`src/rtl/qcnt_pkg.sv`:
```
package qcnt_pkg;
  typedef enum logic [2:0] {
    FN_INC  = 3'd0,
    FN_DEC  = 3'd1,
    FN_PDIR = 3'd2,
    FN_X1A  = 3'd3,
    FN_X1B  = 3'd4,
    FN_X2A  = 3'd5,
    FN_X2B  = 3'd6,
    FN_X4   = 3'd7
  } func_e;

  typedef enum logic [1:0] {
    TR_NONE = 2'd0,
    TR_RISE = 2'd1,
    TR_FALL = 2'd2,
    TR_BOTH = 2'd3
  } trig_e;

  localparam int unsigned SYNC_STAGES = 2;
  localparam int unsigned STEP_W      = 3;

  function automatic logic trig_hit(input logic [1:0] tr, input logic rise, input logic fall);
    unique case (trig_e'(tr))
      TR_RISE: trig_hit = rise;
      TR_FALL: trig_hit = fall;
      TR_BOTH: trig_hit = rise | fall;
      default: trig_hit = 1'b0;
    endcase
  endfunction
endpackage

```
`src/rtl/qcnt_sync.sv`:
```
module qcnt_sync #(
  parameter int unsigned LINES  = 2,
  parameter int unsigned STAGES = 2
) (
  input  logic             clk_i,
  input  logic             rst_ni,
  input  logic [LINES-1:0] lines_i,
  output logic [LINES-1:0] cur_o,
  output logic [LINES-1:0] prev_o
);
  for (genvar g = 0; g < LINES; g++) begin : g_line
    logic [STAGES:0] sh_q;
    always_ff @(posedge clk_i or negedge rst_ni) begin
      if (!rst_ni) sh_q <= '0;
      else         sh_q <= {sh_q[STAGES-1:0], lines_i[g]};
    end
    assign cur_o[g]  = sh_q[STAGES-1];
    assign prev_o[g] = sh_q[STAGES];
  end
endmodule

```
`src/rtl/qcnt_decode.sv`:
```
module qcnt_decode
  import qcnt_pkg::*;
(
  input  logic [1:0]        cur_i,   // {a,b}
  input  logic [1:0]        prev_i,  // {a,b}
  input  logic [2:0]        func_i,
  input  logic [1:0]        trig_a_i,
  input  logic [1:0]        trig_b_i,
  input  logic              en_i,
  output logic [STEP_W-1:0] step_o,  // two's complement, -2..2
  output logic              dir_upd_o,
  output logic              dir_val_o,
  output logic              err_set_o
);
  logic a_ch, b_ch, a_rise, a_fall, b_rise, b_fall;
  logic single, both, fwd, quad;
  logic [1:0] mag;
  logic neg;

  assign a_ch   = cur_i[1] ^ prev_i[1];
  assign b_ch   = cur_i[0] ^ prev_i[0];
  assign a_rise = a_ch &  cur_i[1];
  assign a_fall = a_ch & ~cur_i[1];
  assign b_rise = b_ch &  cur_i[0];
  assign b_fall = b_ch & ~cur_i[0];
  assign single = a_ch ^ b_ch;
  assign both   = a_ch & b_ch;
  // A moving to differ from B, or B moving to match A, is forward
  assign fwd    = a_ch ? (cur_i[1] ^ cur_i[0]) : (cur_i[1] ~^ cur_i[0]);
  assign quad   = func_i >= 3'(FN_X1A);

  always_comb begin
    mag = 2'd0;
    neg = 1'b0;
    unique case (func_e'(func_i))
      FN_INC: mag = {1'b0, trig_hit(trig_a_i, a_rise, a_fall)} +
                    {1'b0, trig_hit(trig_b_i, b_rise, b_fall)};
      FN_DEC: begin
        mag = {1'b0, trig_hit(trig_a_i, a_rise, a_fall)} +
              {1'b0, trig_hit(trig_b_i, b_rise, b_fall)};
        neg = 1'b1;
      end
      FN_PDIR: begin
        mag = {1'b0, a_rise};
        neg = ~cur_i[0];
      end
      FN_X1A: begin
        mag = {1'b0, single & (fwd ? a_rise : a_fall)};
        neg = ~fwd;
      end
      FN_X1B: begin
        mag = {1'b0, single & (fwd ? b_rise : b_fall)};
        neg = ~fwd;
      end
      FN_X2A: begin
        mag = {1'b0, single & a_ch};
        neg = ~fwd;
      end
      FN_X2B: begin
        mag = {1'b0, single & b_ch};
        neg = ~fwd;
      end
      default: begin
        mag = {1'b0, single};
        neg = ~fwd;
      end
    endcase
    if (!en_i) mag = 2'd0;
  end

  assign step_o    = neg ? (STEP_W'(0) - {1'b0, mag}) : {1'b0, mag};
  assign dir_upd_o = en_i & (quad ? single : (mag != 2'd0));
  assign dir_val_o = quad ? fwd : ~neg;
  assign err_set_o = en_i & quad & both;
endmodule

```
`src/rtl/qcnt_accum.sv`:
```
module qcnt_accum
  import qcnt_pkg::*;
#(
  parameter int unsigned WIDTH = 16
) (
  input  logic              clk_i,
  input  logic              rst_ni,
  input  logic [STEP_W-1:0] step_i,
  input  logic              dir_upd_i,
  input  logic              dir_val_i,
  input  logic              err_set_i,
  input  logic              clear_i,
  input  logic              load_i,
  input  logic [WIDTH-1:0]  load_val_i,
  output logic [WIDTH-1:0]  count_o,
  output logic              dir_o,
  output logic              err_o
);
  localparam int unsigned EXT_W = WIDTH - STEP_W;

  logic [WIDTH-1:0] cnt_q, step_ext;
  logic dir_q, err_q;

  assign step_ext = {{EXT_W{step_i[STEP_W-1]}}, step_i};

  always_ff @(posedge clk_i or negedge rst_ni) begin
    if (!rst_ni) begin
      cnt_q <= '0;
      dir_q <= 1'b1;
      err_q <= 1'b0;
    end else begin
      if (clear_i)     cnt_q <= '0;
      else if (load_i) cnt_q <= load_val_i;
      else             cnt_q <= cnt_q + step_ext;
      if (dir_upd_i) dir_q <= dir_val_i;
      if (err_set_i) err_q <= 1'b1;
    end
  end

  assign count_o = cnt_q;
  assign dir_o   = dir_q;
  assign err_o   = err_q;
endmodule

```
`src/rtl/qcnt_top.sv`:
```
module qcnt_top
  import qcnt_pkg::*;
#(
  parameter int unsigned WIDTH = 16
) (
  input  logic             clk_i,
  input  logic             rst_ni,
  input  logic             sig_a_i,
  input  logic             sig_b_i,
  input  logic [2:0]       func_i,
  input  logic [1:0]       trig_a_i,
  input  logic [1:0]       trig_b_i,
  input  logic             en_i,
  input  logic             clear_i,
  input  logic             load_i,
  input  logic [WIDTH-1:0] load_val_i,
  output logic [WIDTH-1:0] count_o,
  output logic             dir_o,
  output logic             level_a_o,
  output logic             level_b_o,
  output logic             err_o
);
  logic [1:0] cur, prev;
  logic [STEP_W-1:0] step;
  logic dir_upd, dir_val, err_set;

  qcnt_sync #(.LINES(2), .STAGES(SYNC_STAGES)) u_sync (
    .clk_i  (clk_i),
    .rst_ni (rst_ni),
    .lines_i({sig_a_i, sig_b_i}),
    .cur_o  (cur),
    .prev_o (prev)
  );

  qcnt_decode u_dec (
    .cur_i    (cur),
    .prev_i   (prev),
    .func_i   (func_i),
    .trig_a_i (trig_a_i),
    .trig_b_i (trig_b_i),
    .en_i     (en_i),
    .step_o   (step),
    .dir_upd_o(dir_upd),
    .dir_val_o(dir_val),
    .err_set_o(err_set)
  );

  qcnt_accum #(.WIDTH(WIDTH)) u_acc (
    .clk_i     (clk_i),
    .rst_ni    (rst_ni),
    .step_i    (step),
    .dir_upd_i (dir_upd),
    .dir_val_i (dir_val),
    .err_set_i (err_set),
    .clear_i   (clear_i),
    .load_i    (load_i),
    .load_val_i(load_val_i),
    .count_o   (count_o),
    .dir_o     (dir_o),
    .err_o     (err_o)
  );

  assign level_a_o = cur[1];
  assign level_b_o = cur[0];
endmodule

```
`config.mk`:
```
export PLATFORM = sky130hd
export DESIGN_NAME = qcnt_top
export DESIGN_NICKNAME = d
export VERILOG_FILES = /design/src/rtl/qcnt_pkg.sv /design/src/rtl/qcnt_sync.sv /design/src/rtl/qcnt_decode.sv /design/src/rtl/qcnt_accum.sv /design/src/rtl/qcnt_top.sv
export SDC_FILE = /design/constraint.sdc
export NUM_CORES = 1
export LEC_CHECK = 0
export ABC_AREA = 1
export BUFFER_PORTS_ARGS = -buffer_cell sky130_fd_sc_hd__buf_2
export CORE_UTILIZATION = 50
export DETAILED_ROUTE_END_ITERATION = 8
export PLACE_DENSITY = 0.88
export SLEW_MARGIN = 20
export SYNTH_ARGS = -nofsm -noshare
export SYNTH_HDL_FRONTEND = slang
export SYNTH_SLANG_ARGS = --single-unit
```
`constraint.sdc`:
```
create_clock -name clk_i -period 3.7 [get_ports clk_i]
set_input_delay 0.74 -clock clk_i [delete_from_list [all_inputs] [get_ports clk_i]]
set_output_delay 0.74 -clock clk_i [all_outputs]
set_load 0.005 [all_outputs]
```
==> metrics.txt <==
status=completed; RSZ-0062 raised after global routing=yes; Synth async-reset ratio=1.00; DRT Pass-1 Iters=4; IO Pins=50; Crit path largest cell delay=roughly 420 ps; synth unique cells=35; Initial Utilization=0.537; Final ANT Viol Nets=0; final net count=434; cell repeated most along the worst path=nand2_2; reg2reg start=u_sync.g_line[1].sh_q[2]; diode count=0; Max Fclk=0.272 GHz; FF-to-FF path depth=28; Cells after Synth=roughly 340; # setup viols final=0; number of global-route vias before repair=~2.0k; DR vias/cell=around 5.4; clk slew on worst S/H paths=90 ps; startpoint types=flop; Multi-input gate area=about 1400 µm²; max cap viols=0; Yosys reg bits=24; Ys Warns=0; Synth top area share=0.259; WL final=6210 µm; VDD IR max=197 µV; hold depth=0; row count=23; worst slew pin tran=around 590 ps; Post-synth top flop=dfrtp_1; crit path capture type=flop; Tmin final=around 3700 ps; Post-Synthesis Net Count=around 380; number of enable flip-flop cells after synthesis=0; worst reg-to-reg setup slack=30 ps; Placed Instances=between 400 and 500; Final Hold Fails=0; I/O Buffers=between 40 and 50; PwrDens=304 nW/µm²; area leader, netlist=dfrtp_1; die width=around 69 µm; Critical Path RT=~3900 ps; Worst slew margin=0.602; Max H-tree Level=1; DRC=0; Fill cells=around 360; sequential area share after synthesis=0.270; gp weighted congestion=about 0.94; maximum root-to-sink buffer count=2; synthesized area per cell=~6.6 µm²; worst skew pair latency=270 ps; first-pass GRT wire length=approximately 9400 µm; clk_skew=4.20 ps; Leakage=roughly 1.5 nW; All-Layer GR Usage=0.263; R2R Path End=u_acc.count_o[9]; die area=roughly 4700 µm²; DP Wirelength=4270 µm; largest net degree at the start of global routing=26; hold endpoint=u_sync.g_line[1].sh_q[1]; Finished Layout Cells=~440; hold path startpoint=u_sync.g_line[1].sh_q[0]; vias=about 2.4k; GR Overflow Total=0; number of CTS-inserted buffers=3; cts hold-fix bufs=0; Mapped Area=between 2000 and 2500 µm²; CTS Sinks=24; critical path fanouts, max=4; period utilization=0.992; Slew Viols, Final=0; Core Util, Final=0.655; core box area=between 4000 and 5000 µm²; layout cell share with drive strength beyond 1=0.316; Die Ht=68.7 µm; CTS root buf=clkbuf_8; FF+latch area=~600 µm²; crit path max-delay cell type=dfrtp_1; Hold WC Path Type=flop to flop; wire length per cell=around 14 µm; initial drt markers=236; top area cells in the synthesized netlist=dfrtp_1 (26%), nand2_1 (12%), inv_1 (9.9%), nor2_1 (8.6%), ha_1 (5.1%); Worst EP arrival=between 3000 and 4000 ps; initial antenna violation count=0; Syn-to-layout area delta=21.9%; CTS tree=built; kind of critical path=flop to flop
area by class of cell:
type                            instances  share of cell area
Clock buffer                            4              0.0203
Inverter                               62              0.0881
Multi-Input combinational cell        242               0.523
Sequential cell                        24               0.222
Tap cell                               50              0.0231
Timing Repair Buffer                   61               0.124
metrics by stage:
| step | setup TNS, ps | total power, W | cell area, µm² | hold WS (ps) | worst slack [ps] |
|---|---|---|---|---|---|
| 2_1_floorplan | 0 | 0.000516 | 2230 | 331 | 178 |
| 3_3_place_gp | 0 | 0.000599 | 2480 | 332 | 123 |
| 3_5_place_dp | -54.7 | 0.000606 | 2480 | 353 | -22.4 |
| 4_1_cts | 0 | 0.000788 | 2560 | 373 | 39.1 |
| 5_1_grt | -1110 | 0.000879 | 2710 | 384 | -213 |
| 6_report | 0 | 0.000826 | 2710 | 379 | 30.2 |
metal layers:
| metal | up-vias | part of all wire | wire [µm] | GRT usage |
|---|---|---|---|---|
| met4 | 0 | 0.0089 | 55 | 0.0689 |
| met2 | 121 | 0.48 | 2980 | 0.413 |
| met3 | 7 | 0.080 | 495 | 0.0263 |
| met5 | - | 0 | 0 | 0 |
| li1 | 1190 | - | - | - |
| met1 | 1082 | 0.43 | 2680 | 0.383 |
layout by cell type (no fill, tap or decap), types with 2 or more instances in the layout:
| cell | Yosys | layout |
|---|---|---|
| inv_1 | 59 | 57 |
| nand3_1 | 19 | 16 |
| buf_4 | 0 | 12 |
| a21oi_1 | 8 | 7 |
| nand2_1 | 72 | 59 |
| nand2_2 | 15 | 26 |
| o21ai_1 | 3 | 4 |
| xor2_1 | 3 | 3 |
| o21ai_0 | 16 | 13 |
| nand3_4 | 2 | 2 |
| nor2_2 | 3 | 8 |
| buf_2 | 2 | 49 |
| nand4_1 | 13 | 13 |
| dfrtp_1 | 23 | 23 |
| a21oi_2 | 1 | 2 |
| o41ai_1 | 10 | 10 |
| xnor2_1 | 4 | 4 |
| ha_1 | 9 | 8 |
| o21ai_2 | 0 | 2 |
| clkbuf_8 | 2 | 4 |
| nand3_2 | 2 | 5 |
| nor2_1 | 51 | 45 |
| inv_2 | 3 | 3 |
| nand2_4 | 0 | 2 |
registers in the layout, indices dropped and copies added (netlist names):
register            flops
u_sync.g_line.sh_q      6
u_acc.err_o             1
u_acc.count_o          16
u_acc.dir_o             1
worst max path at each step:
stage,start,endpoint,cells after the start
after CTS,u_sync.g_line[1].sh_q[1],u_acc.count_o[9],29
after floorplan,u_sync.g_line[1].sh_q[1],u_acc.count_o[9],29
after global routing,u_sync.g_line[1].sh_q[2],u_acc.count_o[9],28
after detailed placement,u_sync.g_line[1].sh_q[1],u_acc.count_o[11],29
after global placement,trig_a_i[0],u_acc.count_o[11],23
final,u_sync.g_line[1].sh_q[2],u_acc.count_o[9],28
power breakdown:
| group | switching [W] | total (W) | internal (W) |
|---|---|---|---|
| sequential | 0.0000340 | 0.000322 | 0.000288 |
| combinational | 0.000199 | 0.000322 | 0.000123 |
| clock | 0.0000872 | 0.000182 | 0.0000951 |
cell families (layout without fill, tap and decap cells):
kind of cell / after synthesis / count (layout) / synth area share
and+or+nand+nor: 180 / 180 / 0.371
buffers and inverters: 70 / 127 / 0.140
AOI/OAI and AO/OA: 45 / 45 / 0.132
DFF: 24 / 24 / 0.270
adders and majority gates: 10 / 10 / 0.0596
xor gates and xnor gates: 7 / 7 / 0.0275
cells in the mapped netlist (all sizes together) (4+ instances only):
cell type,n
a21oi,9
buf,5
dfrtp,23
ha,9
inv,62
nand2,87
nand3,23
nand4,13
nor2,54
o21ai,19
o41ai,10
xnor2,4
timing repair:
action | 4_1_cts | 5_1_grt
endpoints found under the setup margin | 5 | 12
gates resized for setup | 3 | 33
endpoints found under the hold margin | 0 | 0
buffers inserted | 0 | 8
pin swaps | 0 | 19
worst max-delay path, delay by kind of cell (launching register included):
| family | cells | cell delay [ps] |
|---|---|---|
| buffers and inverters | 3 | 150 |
| and+or+nand+nor | 14 | 1010 |
| DFF | 1 | 420 |
| AOI/OAI and AO/OA | 8 | 1100 |
| adders and majority gates | 3 | 880 |
(Power assumes the default switching activity.)
